## config.mk

```make
export PLATFORM = sky130hd
export DESIGN_NAME = hs_relay_ctrl
export DESIGN_NICKNAME = d
export VERILOG_FILES = /design/src/rtl/hs_relay_pkg.sv /design/src/rtl/hs_relay_intake.sv /design/src/rtl/hs_relay_offer.sv /design/src/rtl/hs_relay_store.sv /design/src/rtl/hs_relay_ctrl.sv
export SDC_FILE = /design/constraint.sdc
export NUM_CORES = 1
export LEC_CHECK = 0
export BUFFER_PORTS_ARGS = -buffer_cell sky130_fd_sc_hd__buf_4
export CAP_MARGIN = 20
export CORE_AREA = 2 2 39 41
export CTS_CLUSTER_SIZE = 8
export DETAILED_ROUTE_END_ITERATION = 16
export DIE_AREA = 0 0 41 43
export PLACE_DENSITY = 0.8
export SETUP_SLACK_MARGIN = 0.4
export SYNTH_ARGS = -nofsm -noshare
export SYNTH_HDL_FRONTEND = slang
export SYNTH_SLANG_ARGS = --single-unit
```

## constraint.sdc

```tcl
create_clock -name clk -period 1.5 [get_ports clk]
set_input_delay 0.3 -clock clk [delete_from_list [all_inputs] [get_ports clk]]
set_output_delay 0.3 -clock clk [all_outputs]
set_load 0.05 [all_outputs]
```

## src/rtl/hs_relay_pkg.sv

```systemverilog
package hs_relay_pkg;

    // Phase of the consumer-side (active) channel.
    typedef enum logic [1:0] {
        OUT_IDLE    = 2'd0,
        OUT_CALLING = 2'd1,
        OUT_RELEASE = 2'd2
    } out_phase_e;

    // Producer-side (passive) registered state.
    typedef struct packed {
        logic ack;
        logic held;
    } in_state_t;

    // An item may be taken when the producer asks, the previous producer
    // handshake is back at zero, the slot is empty and the consumer channel
    // has returned to zero.
    function automatic logic may_take(input logic req,
                                      input logic ack,
                                      input logic held,
                                      input logic cons_ack);
        return req && !ack && !held && !cons_ack;
    endfunction

    // Producer acknowledge is released once the request has gone low.
    function automatic logic may_release(input logic req, input logic ack);
        return ack && !req;
    endfunction

endpackage

```

## src/rtl/hs_relay_intake.sv

```systemverilog
module hs_relay_intake
    import hs_relay_pkg::*;
(
    input  logic clk,
    input  logic rst,
    input  logic prod_req,
    input  logic cons_ack,
    input  logic delivered,
    output logic prod_ack,
    output logic held,
    output logic take
);

    in_state_t st_q;
    in_state_t st_d;

    assign take = may_take(prod_req, st_q.ack, st_q.held, cons_ack);

    always_comb begin
        st_d = st_q;
        if (take) begin
            st_d.ack  = 1'b1;
            st_d.held = 1'b1;
        end else begin
            if (may_release(prod_req, st_q.ack)) st_d.ack = 1'b0;
            if (delivered)                        st_d.held = 1'b0;
        end
    end

    always_ff @(posedge clk) begin
        if (rst) st_q <= '0;
        else     st_q <= st_d;
    end

    assign prod_ack = st_q.ack;
    assign held     = st_q.held;

    p_ack_needs_req_r2: assert property (@(posedge clk) disable iff (rst)
        $rose(prod_ack) |-> $past(prod_req));

    p_ack_holds_r3: assert property (@(posedge clk) disable iff (rst)
        (prod_ack && prod_req) |=> prod_ack);

    p_ack_returns_r6: assert property (@(posedge clk) disable iff (rst)
        (prod_ack && !prod_req) |=> !prod_ack);

    p_full_blocks_r9: assert property (@(posedge clk) disable iff (rst)
        (held && !delivered && !prod_ack) |=> !prod_ack);

endmodule

```

## src/rtl/hs_relay_offer.sv

```systemverilog
module hs_relay_offer
    import hs_relay_pkg::*;
(
    input  logic clk,
    input  logic rst,
    input  logic held,
    input  logic cons_ack,
    output logic cons_req,
    output logic delivered
);

    out_phase_e ph_q;
    out_phase_e ph_d;

    always_comb begin
        ph_d = ph_q;
        unique case (ph_q)
            OUT_IDLE:    if (held && !cons_ack) ph_d = OUT_CALLING;
            OUT_CALLING: if (cons_ack)          ph_d = OUT_RELEASE;
            OUT_RELEASE: if (!cons_ack)         ph_d = OUT_IDLE;
            default:                            ph_d = OUT_IDLE;
        endcase
    end

    always_ff @(posedge clk) begin
        if (rst) ph_q <= OUT_IDLE;
        else     ph_q <= ph_d;
    end

    assign cons_req  = (ph_q == OUT_CALLING);
    assign delivered = cons_req && cons_ack;

    p_req_holds_high_r4: assert property (@(posedge clk) disable iff (rst)
        (cons_req && !cons_ack) |=> cons_req);

    p_req_holds_low_r5: assert property (@(posedge clk) disable iff (rst)
        (!cons_req && cons_ack) |=> !cons_req);

    p_req_returns_r6: assert property (@(posedge clk) disable iff (rst)
        (cons_req && cons_ack) |=> !cons_req);

endmodule

```

## src/rtl/hs_relay_store.sv

```systemverilog
module hs_relay_store #(
    parameter int DATA_W   = 8,
    parameter bit HAS_DATA = 1'b1
) (
    input  logic              clk,
    input  logic              rst,
    input  logic              take,
    input  logic              cons_req,
    input  logic [DATA_W-1:0] prod_data,
    output logic [DATA_W-1:0] cons_data
);

    generate
        if (HAS_DATA) begin : g_reg
            logic [DATA_W-1:0] slot_q;

            always_ff @(posedge clk) begin
                if (rst)       slot_q <= '0;
                else if (take) slot_q <= prod_data;
            end

            assign cons_data = cons_req ? slot_q : '0;

            p_data_stable_r11: assert property (@(posedge clk) disable iff (rst)
                (cons_req && $past(cons_req)) |-> $stable(cons_data));

            p_data_zero_idle_r11: assert property (@(posedge clk) disable iff (rst)
                !cons_req |-> (cons_data == '0));
        end else begin : g_none
            logic unused_in;
            assign unused_in = ^{clk, rst, take, cons_req, prod_data};
            assign cons_data = '0;
        end
    endgenerate

endmodule

```

## src/rtl/hs_relay_ctrl.sv

```systemverilog
module hs_relay_ctrl #(
    parameter int DATA_W     = 8,
    parameter bit HAS_DATA   = 1'b1,
    parameter int RESP_LIMIT = 5
) (
    input  logic              clk,
    input  logic              rst,
    input  logic              prod_req,
    input  logic [DATA_W-1:0] prod_data,
    output logic              prod_ack,
    output logic              cons_req,
    input  logic              cons_ack,
    output logic [DATA_W-1:0] cons_data
);

    localparam int WAIT_W = $clog2(RESP_LIMIT + 1) + 1;

    logic held;
    logic take;
    logic delivered;

    hs_relay_intake u_intake (
        .clk       (clk),
        .rst       (rst),
        .prod_req  (prod_req),
        .cons_ack  (cons_ack),
        .delivered (delivered),
        .prod_ack  (prod_ack),
        .held      (held),
        .take      (take)
    );

    hs_relay_offer u_offer (
        .clk       (clk),
        .rst       (rst),
        .held      (held),
        .cons_ack  (cons_ack),
        .cons_req  (cons_req),
        .delivered (delivered)
    );

    hs_relay_store #(
        .DATA_W   (DATA_W),
        .HAS_DATA (HAS_DATA)
    ) u_store (
        .clk       (clk),
        .rst       (rst),
        .take      (take),
        .cons_req  (cons_req),
        .prod_data (prod_data),
        .cons_data (cons_data)
    );

    // Cycles an accepted item has waited without an offer (checker state).
    logic [WAIT_W-1:0] wait_q;
    always_ff @(posedge clk) begin
        if (rst || !held || cons_req) wait_q <= '0;
        else if (wait_q != {WAIT_W{1'b1}}) wait_q <= wait_q + 1'b1;
    end

    p_offer_in_window_r7: assert property (@(posedge clk) disable iff (rst)
        wait_q < WAIT_W'(RESP_LIMIT));

    p_offer_next_cycle_r7: assert property (@(posedge clk) disable iff (rst)
        $rose(prod_ack) |=> cons_req);

    p_offer_needs_item_r8: assert property (@(posedge clk) disable iff (rst)
        cons_req |-> held);

    p_take_needs_quiet_cons_r10: assert property (@(posedge clk) disable iff (rst)
        $rose(prod_ack) |-> !$past(cons_ack));

    p_reset_clears_r1: assert property (@(posedge clk)
        $past(rst) |-> (!prod_ack && !cons_req && !held));

endmodule

```

==> impl_metrics.yaml, run 1 <==
synth:
  synth_area_um2: 581.8
  yosysUniqueCellTypes: 18
  synth-seq-cells: 12
  yosysWarnings: 0
  seq_area_frac_synth_pct: 41.29
  syn_inst: 60
  synthesis.nets: 72
  avgSynthCellArea_um2: 9.697
cells_and_area:
  nNetsFinal: 99
  syn2layout_area_growth_pct: 60.22
  instances_no_fill: 102
  fillers: 107
  drive_gt1_share_pct: 53.49
  final_common_cell: "nand2b_1"
  antenna_cells: 0
  final_cell_mix: "nand2b_1 (16), buf_4 (15), buf_8 (9)"
clock_network:
  clock_path_buffers: 2
  cts.sink_count: 12
  clock_tree.root_cell: "clkbuf_4"
  path_clk_slew_ns: 0.07
  cts_buffers: 3
  cts_tree: "built"
  cts_max_level: 1
  worstSkewPairLatency_ns: 0.27
sta:
  fin_crit_sh_pct: 94.62
  tns_ns: 0
  hold_viol_final: 0
  drv_slew: 0
  rsz0062_at_grt: "yes"
  fin_crit_ns: 1.419
  finalSetupViolations: 0
  final.setup.worst_slack_ns: 0.08065
  hold_slack_ns: 0.2284
  slew_headroom_pct: 86.93
  skew_ns: 0.003328
  max_freq_mhz: 704.5
  tightest_slew_ns: 0.1943
critical_path:
  ff2ff_setup_slack_ns: 0.39
  critical_path_class: "flip-flop to primary output"
  startpoint: "u_offer.ph_q[0]"
  crit_chain: "nor2b_4 > and2_4 > buf_8"
  slowest_delay_ns: 0.35
  cp-start-kind: "flip-flop"
  r2r-start: "u_intake.held"
  cp.arrival_ns: 1.12
  r2r_end: "u_store.g_reg.slot_q[4]"
  crit_fanout: 4
  endpoint_kind: "primary output"
  worstPathRequired_ns: 1.20
  worstRegToRegCells: 3
  cp_slowest_cell: "dfxtp_4"
route:
  vias: 485
  via_per_inst: 4.755
  wire_per_inst_um: 12.08
  drc: 0
  antenna_left: 0
  drtIter0Drc: 1
  routed_wl_um: 1232
  drt-pass1-iter-count: 2
grt:
  gr-total-overflow: 0
  grt_usage_pct: 17.24
  grt_antenna_before_repair: 0
  grt_max_degree: 22
  grt_pass1_wl_um: 2001
  grt_pass1_vias: 468
pwr:
  vdd_ir_drop_max_uv: 475.1
  totalPowerFinal_uw: 679.0
  power.density_nw_per_um2: 728.5
  leakagePower_uw: 0.0003867
min_path:
  worstHoldPathCells: 2
  hold_path_end: "u_offer.ph_q[0]"
  min_path_type: "input port to flip-flop"
  min-delay-start: "cons_ack"
place:
  preCtsSetupSlack_ns: 0.2365
  routabilityCongestion: 0.6634
  post-place-cells: 94
  dp_hpwl_um: 762.6
  numPortBuffers: 21
die:
  num_io_pins: 22
  rows: 14
  dieArea_um2: 1763
  start_util_pct: 42.04
  coreArea_um2: 1384
  die_w_um: 41
  die_height_um: 43
job:
  cap_violations: 0
run_status:
  status: "complete, no violations"
-- what timing repair did --
action | CTS | global route
buffers inserted | 2 | 1
gates cloned | 1 | 0
gates resized for setup | 23 | 2
setup endpoints to repair | 19 | 20
hold buffers | 0 | 0
pin swaps | 4 | 4
-- flip-flops by register name, indices dropped and copies added (netlist names) --
signal and cells:
u_intake.held 1, u_intake.prod_ack 1, u_offer.ph_q 2, u_store.g_reg.slot_q 8
-- worst max-delay path, delay by kind of cell (launching register included) --
kind,cells,cell delay [ns]
flops,1,0.35
buf+inv,1,0.13
simple gates,2,0.36
-- metrics by stage --
step                      cell area [um^2]  util, %
after floorplan                      641.9        -
after global placement               787.0    56.87
after detailed placement             787.0    56.87
after CTS                            918.4    66.37
after global routing                 932.1    67.36
final                                932.1    67.36
-- Yosys cell counts --
cell type / number / area, um^2
a21oi_1: 1 / 5.000
and2_1: 8 / 50.05
and3b_1: 1 / 8.760
buf_4: 1 / 7.510
clkbuf_1: 3 / 11.26
dfxtp_1: 12 / 240.2
mux2i_1: 8 / 80.08
nand2_1: 1 / 3.750
nand2b_1: 16 / 100.1
nor2_1: 1 / 3.750
nor2b_1: 1 / 6.260
nor3b_1: 1 / 7.510
nor4_1: 1 / 6.260
nor4b_1: 1 / 8.760
o22ai_2: 1 / 12.51
or2b_1: 1 / 7.510
or4b_4: 1 / 13.76
xnor2_1: 1 / 8.760
-- layer usage --
| metal | part of all wire, % | up-vias | global-route usage, % | wire length (um) |
|---|---|---|---|---|
| met1 | 44 | 223 | 21.50 | 538 |
| met5 | 0 | - | 0 | 0 |
| li1 | - | 247 | - | - |
| met3 | 6.5 | 0 | 3.141 | 80 |
| met2 | 50 | 15 | 26.25 | 614 |
| met4 | 0 | 0 | 10.00 | 0 |
-- where the power goes --
group | leakage (uW) | internal, uW | switching (uW) | total (uW)
Combinational | 0.000271 | 72.4 | 56.1 | 129
Sequential | 0.000101 | 334 | 12.7 | 346
Clock | 0.0000150 | 103 | 101 | 204
-- kinds of logic after synthesis --
logic type             Yosys count  share of synthesized area [%]
AND/OR/NAND/NOR                 33                          37.21
flip-flops                      12                          41.29
XOR/XNOR                         1                          1.506
buffers and inverters            4                          3.226
AO/OA/AOI/OAI                    2                          3.010
multiplexers                     8                          13.76
-- worst max path at each step --
stage / to / cells after the start / slack (ns)
final: cons_data[5] / 3 / 0.08
after global routing: cons_data[6] / 3 / 0.04
after CTS: cons_data[1] / 3 / 0.06
after detailed placement: cons_data[0] / 3 / 0.24
after global placement: cons_data[1] / 3 / 0.26
after floorplan: cons_data[0] / 3 / 0.31
-- cell type report --
cell class | count | area (um^2) | area share, %
Clock buffer | 4 | 26.28 | 2.819
Multi-Input combinational cell | 45 | 374.1 | 40.13
Sequential cell | 12 | 252.7 | 27.11
Tap cell | 16 | 20.02 | 2.148
Timing Repair Buffer | 25 | 259.0 | 27.79
No activity file was read; power rests on OpenSTA's default activity.
==> inputs of run 2 (changes only) <==
- CORE_AREA: 2 2 39 41 -> not set
- CORE_MARGIN: not set -> 1.5
- CORE_UTILIZATION: not set -> 42
- DIE_AREA: 0 0 41 43 -> not set
- PLACE_DENSITY: 0.8 -> 0.78
- clock period: 1.5 -> 1.6 ns (I/O delays scaled with it)
==> run 2 against run 1 <==
Compared with the run above: die area shrank 8.2%; sequential power shrank 5.8%; non-clock buffer count down 2; first-iteration DRC count unchanged; final cell count fell by 3.9%; total power is 8.6% lower; via count rose by 0.41%; sequential cell count did not move; sequential share of layout area rose by 0.74 points; design area shrank 3.6%; count of clock-buffer cells in the layout decreased by 1.
==> impl_metrics.yaml, run 2 (synthesis results as in run 1) <==
run_status:
  status: "complete, no violations"
cells_and_area:
  final_cell_mix: "nand2b_1 (16), buf_4 (14)"
  antenna_cells: 0
  nNetsFinal: 97
  regMostFlops: "u_store.g_reg.slot_q"
  final_common_cell: "nand2b_1"
  syn2layout_area_growth_pct: 54.41
  reg.largest.list: "u_store.g_reg.slot_q (8), u_offer.ph_q (2)"
  largest_reg_flops: 8
  drive_gt1_share_pct: 51.81
critical_path:
  ff2ff_setup_slack_ns: 0.48
  r2r_end: "u_intake.held"
  crit_fanout: 5
  critical_path_class: "flip-flop to primary output"
  cp.arrival_ns: 1.14
  worstRegToRegCells: 2
  endpoint_kind: "primary output"
  cp-start-kind: "flip-flop"
  worstPathRequired_ns: 1.28
  r2r-start: "u_intake.held"
grt:
  grt_max_degree: 22
  grt_usage_pct: 17.55
  gr-total-overflow: 0
  grt_pass1_wl_um: 1738
  grt_pass1_vias: 390
  grt_antenna_before_repair: 0
job:
  cap_violations: 0
sta:
  tightest_slew_ns: 0.2092
  drv_slew: 0
  tns_ns: 0
  hold_viol_final: 0
  max_freq_mhz: 684.5
  slew_headroom_pct: 85.92
  fin_crit_sh_pct: 91.31
  fin_crit_ns: 1.461
  rsz0062_at_grt: "yes"
  skew_ns: 0.001305
  hold_slack_ns: 0.2377
  finalSetupViolations: 0
pwr:
  leakagePower_uw: 0.0003728
  power.density_nw_per_um2: 691.1
  vdd_ir_drop_max_uv: 389.4
die:
  die_w_um: 40.22
  die_height_um: 40.22
  coreArea_um2: 1301
  num_io_pins: 22
  rows: 13
  dieArea_um2: 1618
  start_util_pct: 44.71
route:
  vias: 487
  drt-pass1-iter-count: 4
  antenna_left: 0
  wire_per_inst_um: 12.05
  drc: 0
  routed_wl_um: 1181
  via_per_inst: 4.969
  drtIter0Drc: 1
min_path:
  hold_path_end: "u_offer.ph_q[0]"
  min_path_type: "input port to flip-flop"
  min-delay-start: "cons_ack"
  worstHoldPathCells: 2
clock_network:
  worstSkewPairLatency_ns: 0.28
  cts_tree: "built"
  cts.sink_count: 12
  cts_buffers: 3
  clock_tree.root_cell: "clkbuf_4"
  clock_path_buffers: 2
  cts_max_level: 1
  path_clk_slew_ns: 0.07
place:
  numPortBuffers: 21
  routabilityCongestion: 0.6811
  dp_hpwl_um: 772.8
-- run 2: cell count changes in the layout (fill, tap and decap cells not counted) --
cell / delta
a21oi_2: -1
a21oi_1: +1
dfxtp_2: +1
buf_4: -1
dfxtp_4: -1
clkbuf_1: -1
buf_8: -1
-- run 2: cell type report --
| cell class | instances | area, um^2 |
|---|---|---|
| fillers | 95 | 402.9 |
| multi-input cells | 45 | 370.4 |
| flip-flops and latches | 12 | 250.2 |
| repair buffers | 23 | 236.5 |
| clock buffers | 3 | 22.52 |
| well taps | 15 | 18.77 |
-- run 2: worst max-delay path, stage by stage, from the launching register on --
cell and delay [ns]:
dfxtp_4 0.38, nor2b_4 0.17, and2_4 0.17, buf_8 0.14
-- run 2: how the worst max path moves through the flow --
stage	start	end	cells past startpoint
6_report	u_offer.ph_q[1]	cons_data[3]	3
5_1_grt	u_offer.ph_q[0]	cons_data[3]	3
4_1_cts	u_offer.ph_q[0]	cons_data[3]	3
3_5_place_dp	u_offer.ph_q[0]	cons_data[2]	3
3_3_place_gp	u_offer.ph_q[0]	cons_data[3]	3
2_1_floorplan	u_offer.ph_q[0]	cons_data[0]	3
-- run 2: stage by stage --
| stage | setup WS, ns | cells | cell area [um^2] | total power, uW | util (%) |
|---|---|---|---|---|---|
| 2_1_floorplan | 0.3945 | 60 | 633.1 | 402.5 | - |
| 5_1_grt | 0.09209 | 98 | 898.4 | 652.7 | 69.04 |
| 3_3_place_gp | 0.3477 | 93 | 783.3 | 434.4 | 60.19 |
| 6_report | 0.1390 | 98 | 898.4 | 620.9 | 69.04 |
| 3_5_place_dp | 0.3367 | 93 | 783.3 | 437.0 | 60.19 |
| 4_1_cts | 0.1444 | 98 | 894.6 | 625.0 | 68.75 |
-- run 2: per-layer routing --
layer	GRT usage [%]	part of all wire [%]	vias to the layer above	wire, um
met5	0	0	-	0
met4	14.17	3.5	0	41
met3	6.667	4.5	4	53
met2	24.60	47	14	558
met1	21.09	45	224	528
li1	-	-	245	-
-- run 2: power breakdown --
part / total (uW) / switching (uW) / internal (uW) / leakage [uW]
registers: 326 / 12.2 / 314 / 0.000100
logic: 109 / 48.8 / 60.2 / 0.000259
clock network: 186 / 98.6 / 87.4 / 0.0000138
-- run 2: timing repair --
item | CTS | global route
cloned | 1 | 0
resized for setup | 20 | 2
hold buffers | 0 | 0
pin swaps | 1 | 4
endpoints found under the setup margin | 9 | 10
buffers inserted | 1 | 0
